## config.mk

```make
export PLATFORM = sky130hd
export DESIGN_NAME = sdram_lp_seq
export DESIGN_NICKNAME = d
export VERILOG_FILES = /design/src/rtl/sdram_lp_pkg.sv /design/src/rtl/lp_downcnt.sv /design/src/rtl/lp_refresh_gate.sv /design/src/rtl/sdram_lp_seq.sv
export SDC_FILE = /design/constraint.sdc
export NUM_CORES = 1
export LEC_CHECK = 0
export BUFFER_PORTS_ARGS = -buffer_cell sky130_fd_sc_hd__buf_2
export CAP_MARGIN = 15
export CORE_UTILIZATION = 49
export DETAILED_ROUTE_END_ITERATION = 8
export PLACE_DENSITY = 0.68
export SLEW_MARGIN = 20
export SYNTH_ARGS = -nofsm -noshare
export SYNTH_HDL_FRONTEND = slang
export SYNTH_SLANG_ARGS = --single-unit
```

## constraint.sdc

```tcl
create_clock -name clk -period 2.4 [get_ports clk]
set_input_delay 0.48 -clock clk [delete_from_list [all_inputs] [get_ports clk]]
set_output_delay 0.48 -clock clk [all_outputs]
set_load 0.02 [all_outputs]
```

## src/rtl/sdram_lp_pkg.sv

```systemverilog
`timescale 1ns/1ps
package sdram_lp_pkg;

  // command bus value {cs_n, ras_n, cas_n, we_n}
  typedef enum logic [3:0] {
    CMD_NOP  = 4'b1111,
    CMD_PALL = 4'b0010,
    CMD_REF  = 4'b0001,
    CMD_RD   = 4'b0101,
    CMD_WR   = 4'b0100
  } cmd_e;

  typedef enum logic [1:0] {
    S_IDLE  = 2'd0,
    S_SRIN  = 2'd1,
    S_SR    = 2'd2,
    S_SROUT = 2'd3
  } st_e;

  localparam logic [1:0] SW_PALL = 2'b01;
  localparam logic [1:0] SW_REF  = 2'b10;

  // counter width able to hold n
  function automatic int cnt_w(int n);
    return (n < 2) ? 1 : $clog2(n + 1);
  endfunction

  function automatic logic sw_valid(logic [1:0] c);
    return (c == SW_PALL) || (c == SW_REF);
  endfunction

  function automatic cmd_e sw_to_cmd(logic [1:0] c);
    return (c == SW_PALL) ? CMD_PALL : CMD_REF;
  endfunction

endpackage

```

## src/rtl/lp_downcnt.sv

```systemverilog
`timescale 1ns/1ps
// Recovery lockout: loads LIMIT, counts down to zero, free when zero.
module lp_downcnt #(
  parameter int LIMIT = 7,
  parameter int W     = 3
) (
  input  logic clk,
  input  logic rst_n,
  input  logic load_i,
  output logic free_o
);
  logic [W-1:0] cnt_q;

  always_ff @(posedge clk or negedge rst_n) begin
    if (!rst_n)               cnt_q <= '0;
    else if (load_i)          cnt_q <= W'(LIMIT);
    else if (cnt_q != '0)     cnt_q <= cnt_q - W'(1);
  end

  assign free_o = (cnt_q == '0);
endmodule

```

## src/rtl/lp_refresh_gate.sv

```systemverilog
`timescale 1ns/1ps
// Periodic refresh enable and pending flag.
module lp_refresh_gate (
  input  logic clk,
  input  logic rst_n,
  input  logic run_i,
  input  logic tick_i,
  input  logic idle_i,
  input  logic open_i,
  input  logic stop_i,
  input  logic taken_i,
  output logic pend_o
);
  logic run_q, on_q, pend_q;
  logic run_rise;

  assign run_rise = run_i && !run_q;

  always_ff @(posedge clk or negedge rst_n) begin
    if (!rst_n) begin
      run_q  <= 1'b0;
      on_q   <= 1'b0;
      pend_q <= 1'b0;
    end else begin
      run_q <= run_i;
      if (stop_i || !run_i)        on_q <= 1'b0;
      else if (run_rise && idle_i) on_q <= 1'b1;
      if (stop_i)                                  pend_q <= 1'b0;
      else if (tick_i && on_q && idle_i && open_i) pend_q <= 1'b1;
      else if (taken_i)                            pend_q <= 1'b0;
    end
  end

  assign pend_o = pend_q;
endmodule

```

## src/rtl/sdram_lp_seq.sv

```systemverilog
`timescale 1ns/1ps
module sdram_lp_seq
  import sdram_lp_pkg::*;
#(
  parameter int T_NRD = 7,
  parameter int T_RD  = 200
) (
  input  logic       clk,
  input  logic       rst_n,
  input  logic       ctrl_en_i,
  input  logic       sr_arm_i,
  input  logic       sr_req_i,
  input  logic       cke_keep_i,
  input  logic [1:0] sw_cmd_i,
  input  logic       arf_run_i,
  input  logic       arf_tick_i,
  input  logic       acc_req_i,
  input  logic       acc_wr_i,
  output logic       cs_n_o,
  output logic       ras_n_o,
  output logic       cas_n_o,
  output logic       we_n_o,
  output logic       cke_o,
  output logic       sr_stat_o,
  output logic       acc_gnt_o
);
  localparam int CW = cnt_w((T_RD > T_NRD) ? T_RD : T_NRD);

  st_e        st_q, st_d;
  cmd_e       cmd_q, cmd_d;
  logic       cke_q, cke_d, stat_q, gnt_q;
  logic [1:0] sw_q;
  logic [1:0] free;
  logic       rf_pend;

  // named internal events
  logic nrd_free, rd_free, idle, want_sr, leave_sr;
  logic job_sw, job_rf, job_acc, any_job, fire;
  logic sr_enter_ev, sr_exit_ev, take_sw, take_rf, take_acc;

  assign nrd_free    = free[0];
  assign rd_free     = free[1];
  assign idle        = (st_q == S_IDLE);
  assign want_sr     = ctrl_en_i && sr_arm_i && sr_req_i;
  assign leave_sr    = !sr_arm_i && !sr_req_i;
  assign job_sw      = (sw_q != 2'b00) && nrd_free;
  assign job_rf      = rf_pend && nrd_free;
  assign job_acc     = acc_req_i && (acc_wr_i ? nrd_free : rd_free);
  assign any_job     = job_sw || job_rf || job_acc;
  assign sr_enter_ev = idle && cke_q && want_sr;
  assign sr_exit_ev  = (st_q == S_SR) && leave_sr;
  assign fire        = idle && cke_q && !want_sr && any_job;
  assign take_sw     = fire && job_sw;
  assign take_rf     = fire && !job_sw && job_rf;
  assign take_acc    = fire && !job_sw && !job_rf && job_acc;

  for (genvar g = 0; g < 2; g++) begin : g_lock
    lp_downcnt #(
      .LIMIT((g == 0) ? T_NRD : T_RD),
      .W    (CW)
    ) u_cnt (
      .clk   (clk),
      .rst_n (rst_n),
      .load_i(sr_exit_ev),
      .free_o(free[g])
    );
  end

  lp_refresh_gate u_rfg (
    .clk    (clk),
    .rst_n  (rst_n),
    .run_i  (arf_run_i),
    .tick_i (arf_tick_i),
    .idle_i (idle),
    .open_i (nrd_free),
    .stop_i (sr_enter_ev),
    .taken_i(take_rf),
    .pend_o (rf_pend)
  );

  always_comb begin
    cmd_d = CMD_NOP;
    if (sr_enter_ev)   cmd_d = CMD_REF;
    else if (take_sw)  cmd_d = sw_to_cmd(sw_q);
    else if (take_rf)  cmd_d = CMD_REF;
    else if (take_acc) cmd_d = acc_wr_i ? CMD_WR : CMD_RD;
  end

  always_comb begin
    st_d  = st_q;
    cke_d = cke_q;
    unique case (st_q)
      S_IDLE: begin
        if (want_sr || any_job) cke_d = !sr_enter_ev;
        else                    cke_d = cke_keep_i;
        if (sr_enter_ev)        st_d  = S_SRIN;
      end
      S_SRIN: begin
        cke_d = 1'b0;
        st_d  = S_SR;
      end
      S_SR: begin
        cke_d = leave_sr;
        if (leave_sr) st_d = S_SROUT;
      end
      default: begin
        cke_d = 1'b1;
        st_d  = S_IDLE;
      end
    endcase
  end

  always_ff @(posedge clk or negedge rst_n) begin
    if (!rst_n) begin
      st_q   <= S_IDLE;
      cmd_q  <= CMD_NOP;
      cke_q  <= 1'b0;
      stat_q <= 1'b0;
      gnt_q  <= 1'b0;
      sw_q   <= 2'b00;
    end else begin
      st_q  <= st_d;
      cmd_q <= cmd_d;
      cke_q <= cke_d;
      gnt_q <= take_acc;
      if (st_q == S_SRIN)       stat_q <= 1'b1;
      else if (st_q == S_SROUT) stat_q <= 1'b0;
      if (sr_enter_ev)                   sw_q <= 2'b00;
      else if (idle && sw_valid(sw_cmd_i)) sw_q <= sw_cmd_i;
      else if (take_sw)                  sw_q <= 2'b00;
    end
  end

  assign {cs_n_o, ras_n_o, cas_n_o, we_n_o} = cmd_q;
  assign cke_o     = cke_q;
  assign sr_stat_o = stat_q;
  assign acc_gnt_o = gnt_q;
endmodule

```

==> impl_metrics.yaml, run 1 <==
synth:
  async_reset_ff_share_pct: 100
  ys_warn_count: 0
  synth_fp_nets: 179
  avgSynthCellArea_um2: 10.3
  syn_area_mm2: 0.00164
  ys_seq_elements: 30
  synth_edf_count: 0
  ys_seq_area_share_pct: 46.2
  synth_flop_cell: "dfrtp_1"
  yosysUniqueCellTypes: 49
  synthCells: 159
final_layout:
  layout_commonest_cell: "dfrtp_1"
  drive_gt1_share_pct: 21.2
  area_growth_pct: 11.9
  stdcell_area_mm2: 0.00183
  diodes: 0
  final_util_pct: 59.0
  final_nets: 203
  final_cell_mix: "dfrtp_1 (26), buf_2 (18), nor2_1 (17)"
die:
  ios: 19
  start_util_pct: 52.7
  core_area_mm2: 0.00310
  fp.dieH_um: 59.8
  rows: 20
  dieArea_mm2: 0.00357
  die_w_um: 59.8
power:
  internal_power_w: 0.00118
  ir_drop_mv: 0.488
  combPwrFrac_pct: 40.9
  power.switching_w: 0.000882
  seqPwrFrac_pct: 45.3
  p_leak_nw: 0.778
  p_clk_share_pct: 13.8
  power_density_mw_per_mm2: 1130
  swShare_pct: 42.7
timing:
  fin_crit_ps: 2070
  worstMarginPinSlew_ps: 660
  skew_ps: 17.2
  rsz0062_at_grt: "no"
  setup_violations: 0
  slew_headroom_pct: 56.0
  drv_slew: 0
  hold_violations: 0
  holdWs_ps: 167
  tns_ps: 0
  finalCritPeriodShare_pct: 86.3
  max_freq_ghz: 0.483
setup_path:
  endpoint_kind: "flip-flop"
  reg2reg_setup_slack_ps: 330
  r2r_end: "cmd_q[1]"
  worstSetupPathType: "reg2reg"
  r2r_cells: 6
  arrival_ps: 2320
  crit_fanout: 5
  critPathLaunchType: "flip-flop"
  r2r-start: "g_lock[0].u_cnt.cnt_q[0]"
  required_ps: 2650
route:
  dr.pass1.iters: 4
  wl_per_cell_um: 13.8
  drc: 0
  dr_total_vias: 1223
  wl_um: 3160
  viasPerCell: 5.36
  ant_nets: 0
  drtIter0Drc: 42
outcome:
  status: "finished, final reports clean"
hold_path:
  hold_path.class: "in2async"
placement:
  place_area_mm2: 0.00178
  portBuffers: 18
  routabilityCongestion: 0.796
  dp_hpwl_um: 2370
cts:
  clock_sinks: 30
  cts_hold_buffers: 0
  cts_setup_buffers: 0
  clock_latency_ps: 330
  clockBufferDepth: 2
  cts-root-buf: "clkbuf_4"
  worst_setup_hold_path_clk_slew_ps: 100
  ctsResizeCount: 0
  numCtsBuffers: 5
  cts_tree: "done"
  htreeDepth: 2
global_routing:
  grt_usage_pct: 21.1
  grt_pass1_wl_um: 5470
  gr-total-overflow: 0
  antenna_found_initial: 0
  first_global_vias: 1260
  grt_max_degree: 31
flow_run:
  maxCapViolCount: 0
[logic make-up (layout without fill, tap and decap cells)]
kind of cell             Yosys count  count (layout)  synth area share [%]
AO/OA/AOI/OAI                     38              38                  17.1
XOR/XNOR                          10              10                  5.36
flip-flops                        30              30                  46.2
adder cells (fa/ha/maj)            8               8                  6.12
AND/OR/NAND/NOR                   58              58                  21.0
buffers and inverters             13              38                  2.98
multiplexers                       2               2                  1.30
[metrics by stage]
step / instances / setup WS (ps) / power, W
detailed placement: 220 / 396 / 0.00179
global placement: 220 / 531 / 0.00175
finish: 228 / 329 / 0.00207
floorplan: 159 / 705 / 0.00157
CTS: 228 / 362 / 0.00208
global route: 228 / 101 / 0.00225
[cells in the mapped netlist, types with 2 or more instances]
cell type   n  area [um^2]
xnor2_1     4         35.0
inv_1      11         41.3
nor4_4      2         42.5
a21oi_1     7         35.0
dfstp_2     4          105
dfrtp_1    26          651
nand3_1     7         35.0
nor3b_1     3         22.5
o21a_1      2         15.0
clkbuf_1    2         7.51
ha_1        8          100
o211ai_1    2         15.0
xor2_1      6         52.6
a2111oi_1   2         20.0
nand2b_1    3         18.8
o21ai_1     3         15.0
nand2_1    13         48.8
o2111ai_1   2         17.5
nor2_1     17         63.8
o21ai_0     5         25.0
a211oi_1    2         15.0
[routing by layer]
metal  wire length (um)  GRT usage (%)  vias to the layer above
met4                 49           9.97                        0
met3                 87           4.76                        7
li1                   -              -                      619
met5                  0              0                        -
met1               1520           26.4                      578
met2               1500           34.3                       19
[registers in the layout, summed over array words and instances (netlist names)]
register / cells
u_rfg.on_q: 1
sw_q: 2
sr_stat_o: 1
cke_o: 1
acc_gnt_o: 1
u_rfg.run_q: 1
st_q: 2
cmd_q: 4
u_rfg.pend_o: 1
g_lock.u_cnt.cnt_q: 16
[power groups by stage]
stage	clock network (W)	registers (W)	logic, W
floorplan	0	0.000915	0.000653
global placement	0	0.000929	0.000826
detailed placement	0	0.000943	0.000852
CTS	0.000293	0.000933	0.000856
global route	0.000319	0.000966	0.000970
finish	0.000286	0.000936	0.000845
[worst max-delay path by stage]
stage | startpoint | to | slack, ps
2_1_floorplan | g_lock[0].u_cnt.cnt_q[0] | sw_q[0] | 710
3_3_place_gp | g_lock[0].u_cnt.cnt_q[0] | u_rfg.pend_o | 530
3_5_place_dp | g_lock[0].u_cnt.cnt_q[0] | u_rfg.pend_o | 400
4_1_cts | g_lock[0].u_cnt.cnt_q[0] | u_rfg.pend_o | 360
5_1_grt | g_lock[0].u_cnt.cnt_q[0] | u_rfg.pend_o | 100
6_report | g_lock[0].u_cnt.cnt_q[0] | cmd_q[1] | 330
[cell type report]
type                    instances  area (um^2)
repair buffers                 19         97.6
flip-flops and latches         30          756
fillers                       291         1270
well taps                      44         55.1
multi-input cells             116          831
clock buffers                   8         48.8
inverters                      11         41.3
[critical path, cell delays in order, from the launching register on]
cell and delay, ps:
dfrtp_1 440, inv_1 150, ha_1 190, nor3b_1 520, o311ai_1 300, nor2b_1 210, a32oi_1 170
Power figures use the tool's default switching activity.
==> run 2: changes to the inputs <==
--- a/config.mk
+++ b/config.mk
@@ -5,6 +5,7 @@
 export SDC_FILE = /design/constraint.sdc
 export NUM_CORES = 1
 export LEC_CHECK = 0
+export ABC_AREA = 1
 export BUFFER_PORTS_ARGS = -buffer_cell sky130_fd_sc_hd__buf_2
 export CAP_MARGIN = 15
 export CORE_UTILIZATION = 49
==> impl_metrics.yaml, run 2 <==
final_layout:
  final_util_pct: 58.9
  drive_gt1_share_pct: 26.9
  diodes: 0
  largest_register_ffs: 16
  regMostFlops: "g_lock.u_cnt.cnt_q"
  area_growth_pct: 12.2
  top_regs: "g_lock.u_cnt.cnt_q x16, cmd_q x4"
  final_cell_mix: "dfrtp_1 (26), inv_1 (25), nand2_1 (23)"
  final_nets: 231
  layout_commonest_cell: "dfrtp_1"
setup_path:
  worstSetupPathType: "reg2reg"
  r2r_end: "g_lock[1].u_cnt.cnt_q[0]"
  crit_top_cell: "inv_1"
  crit_fanout: 12
  reg2reg_setup_slack_ps: 670
  r2r-start: "st_q[0]"
  max_stage_delay_ps: 410
  required_ps: 2650
  arrival_ps: 1980
  crit_slowest_cell: "dfrtp_1"
  crit_chain: "inv_1, ha_1, inv_1, nor2_2, inv_1, nand2_1, nand3_1, o21ai_0"
  endpoint_kind: "flip-flop"
  critPathLaunchType: "flip-flop"
  r2r_cells: 8
cts:
  worst_setup_hold_path_clk_slew_ps: 90
  clock_latency_ps: 330
  clock_sinks: 30
  htreeDepth: 2
  cts_hold_buffers: 0
  numCtsBuffers: 5
  cts_tree: "done"
  clockBufferDepth: 2
  cts-root-buf: "clkbuf_4"
  cts_setup_buffers: 0
  ctsResizeCount: 0
timing:
  max_freq_ghz: 0.578
  hold_violations: 0
  setup_violations: 0
  tns_ps: 0
  fin_crit_ps: 1730
  finalCritPeriodShare_pct: 72.1
  fin_ws_ps: 669
  skew_ps: 11.8
  slew_headroom_pct: 55.7
  rsz0062_at_grt: "no"
  drv_slew: 0
  worstMarginPinSlew_ps: 665
synth:
  synth_commonest_cells: "dfrtp_1 (26), inv_1 (25), nand2_1 (23)"
  synth_fp_nets: 207
  yosys.area.top_type_share_pct: 40.0
  syn_area_mm2: 0.00163
  synth_most_common_cell: "dfrtp_1"
  netlist_top_cells_area: "dfrtp_1 (40%), dfstp_2 (6.5%), ha_1 (6.1%)"
  synth_edf_count: 0
  ys_seq_elements: 30
  yosysUniqueCellTypes: 30
  synthCells: 187
  avgSynthCellArea_um2: 8.70
  synth_top_cell_by_area: "dfrtp_1"
  async_reset_ff_share_pct: 100
  ys_seq_area_share_pct: 46.4
  ys_warn_count: 0
  synth_flop_cell: "dfrtp_1"
global_routing:
  grt_pass1_wl_um: 5010
  first_global_vias: 1227
  antenna_found_initial: 0
  grt_max_degree: 31
  gr-total-overflow: 0
  grt_usage_pct: 19.3
die:
  dieArea_mm2: 0.00356
  start_util_pct: 52.5
  ios: 19
  fp.dieH_um: 59.6
  core_area_mm2: 0.00310
  rows: 20
  die_w_um: 59.6
route:
  wl_um: 2910
  viasPerCell: 4.91
  ant_nets: 0
  drc: 0
  dr.pass1.iters: 4
  dr_total_vias: 1257
  wl_per_cell_um: 11.4
  drtIter0Drc: 51
outcome:
  status: "finished, final reports clean"
power:
  ir_drop_mv: 0.588
  p_leak_nw: 0.891
  power_density_mw_per_mm2: 1120
placement:
  portBuffers: 18
  post-place-ws_ps: 662
  routabilityCongestion: 0.854
  dp_hpwl_um: 2180
flow_run:
  maxCapViolCount: 0
hold_path:
  hold_path.class: "in2async"
==> run 2: cell count changes in the layout (fill, tap and decap cells not counted), sizes merged, moves of 6 or more <==
cell	delta
nor2	+7
nand2	+16
nand3	+8
xor2	-6
o21ai	+9
a21oi	+7
inv	+20
==> run 2: how the worst max path moves through the flow <==
stage / start / to / cells after the start
2_1_floorplan: g_lock[0].u_cnt.cnt_q[0] / sw_q[0] / 11
3_3_place_gp: sr_req_i / g_lock[1].u_cnt.cnt_q[0] / 8
3_5_place_dp: st_q[0] / g_lock[1].u_cnt.cnt_q[0] / 8
4_1_cts: st_q[0] / g_lock[1].u_cnt.cnt_q[0] / 8
5_1_grt: st_q[0] / g_lock[1].u_cnt.cnt_q[0] / 8
6_report: st_q[0] / g_lock[1].u_cnt.cnt_q[0] / 8
==> run 2: cell families after synthesis <==
kind of cell / Yosys count / synth area share (%)
AOI/OAI and AO/OA: 38 / 14.0
and+or+nand+nor: 79 / 25.8
adders and majority gates: 8 / 6.15
DFF: 30 / 46.4
buffers and inverters: 32 / 7.61
==> run 2: per-stage QoR <==
stage          cell area (um^2)  hold slack (ps)  cells  total power, W
6_report                   1830              175    256         0.00204
3_3_place_gp               1770              466    248         0.00171
3_5_place_dp               1770              471    248         0.00175
4_1_cts                    1830              189    256         0.00206
5_1_grt                    1830              195    256         0.00225
2_1_floorplan              1630              184    187         0.00154
==> run 2: layer usage <==
metal | share of wire [%] | track usage (%)
met1 | 48 | 22.7
met2 | 47 | 32.1
met5 | 0 | 0
met4 | 1.5 | 8.31
met3 | 3.5 | 6.55
==> run 2: layout make-up <==
| class | count | area (um^2) |
|---|---|---|
| inverter | 31 | 119 |
| fill | 302 | 1280 |
| timing repair buffer | 18 | 90.1 |
| multi-input combinational | 125 | 748 |
| sequential | 30 | 756 |
| clock buffer | 8 | 58.8 |
| tap | 44 | 55.1 |
==> run 2: critical path, delay by kind of cell (launching register included) <==
kind                       cells  cell delay (ps)
AOI/OAI and AO/OA              1               80
DFF                            1              410
buffers and inverters          3              430
and+or+nand+nor                3              540
adders and majority gates      1              210
==> run 2: where the power goes <==
| part | total (W) | switching, W | internal (W) |
|---|---|---|---|
| clock | 0.000306 | 0.000162 | 0.000144 |
| combinational | 0.000871 | 0.000551 | 0.000319 |
| sequential | 0.000866 | 0.000158 | 0.000708 |
| total | 0.00204 | 0.000871 | 0.00117 |
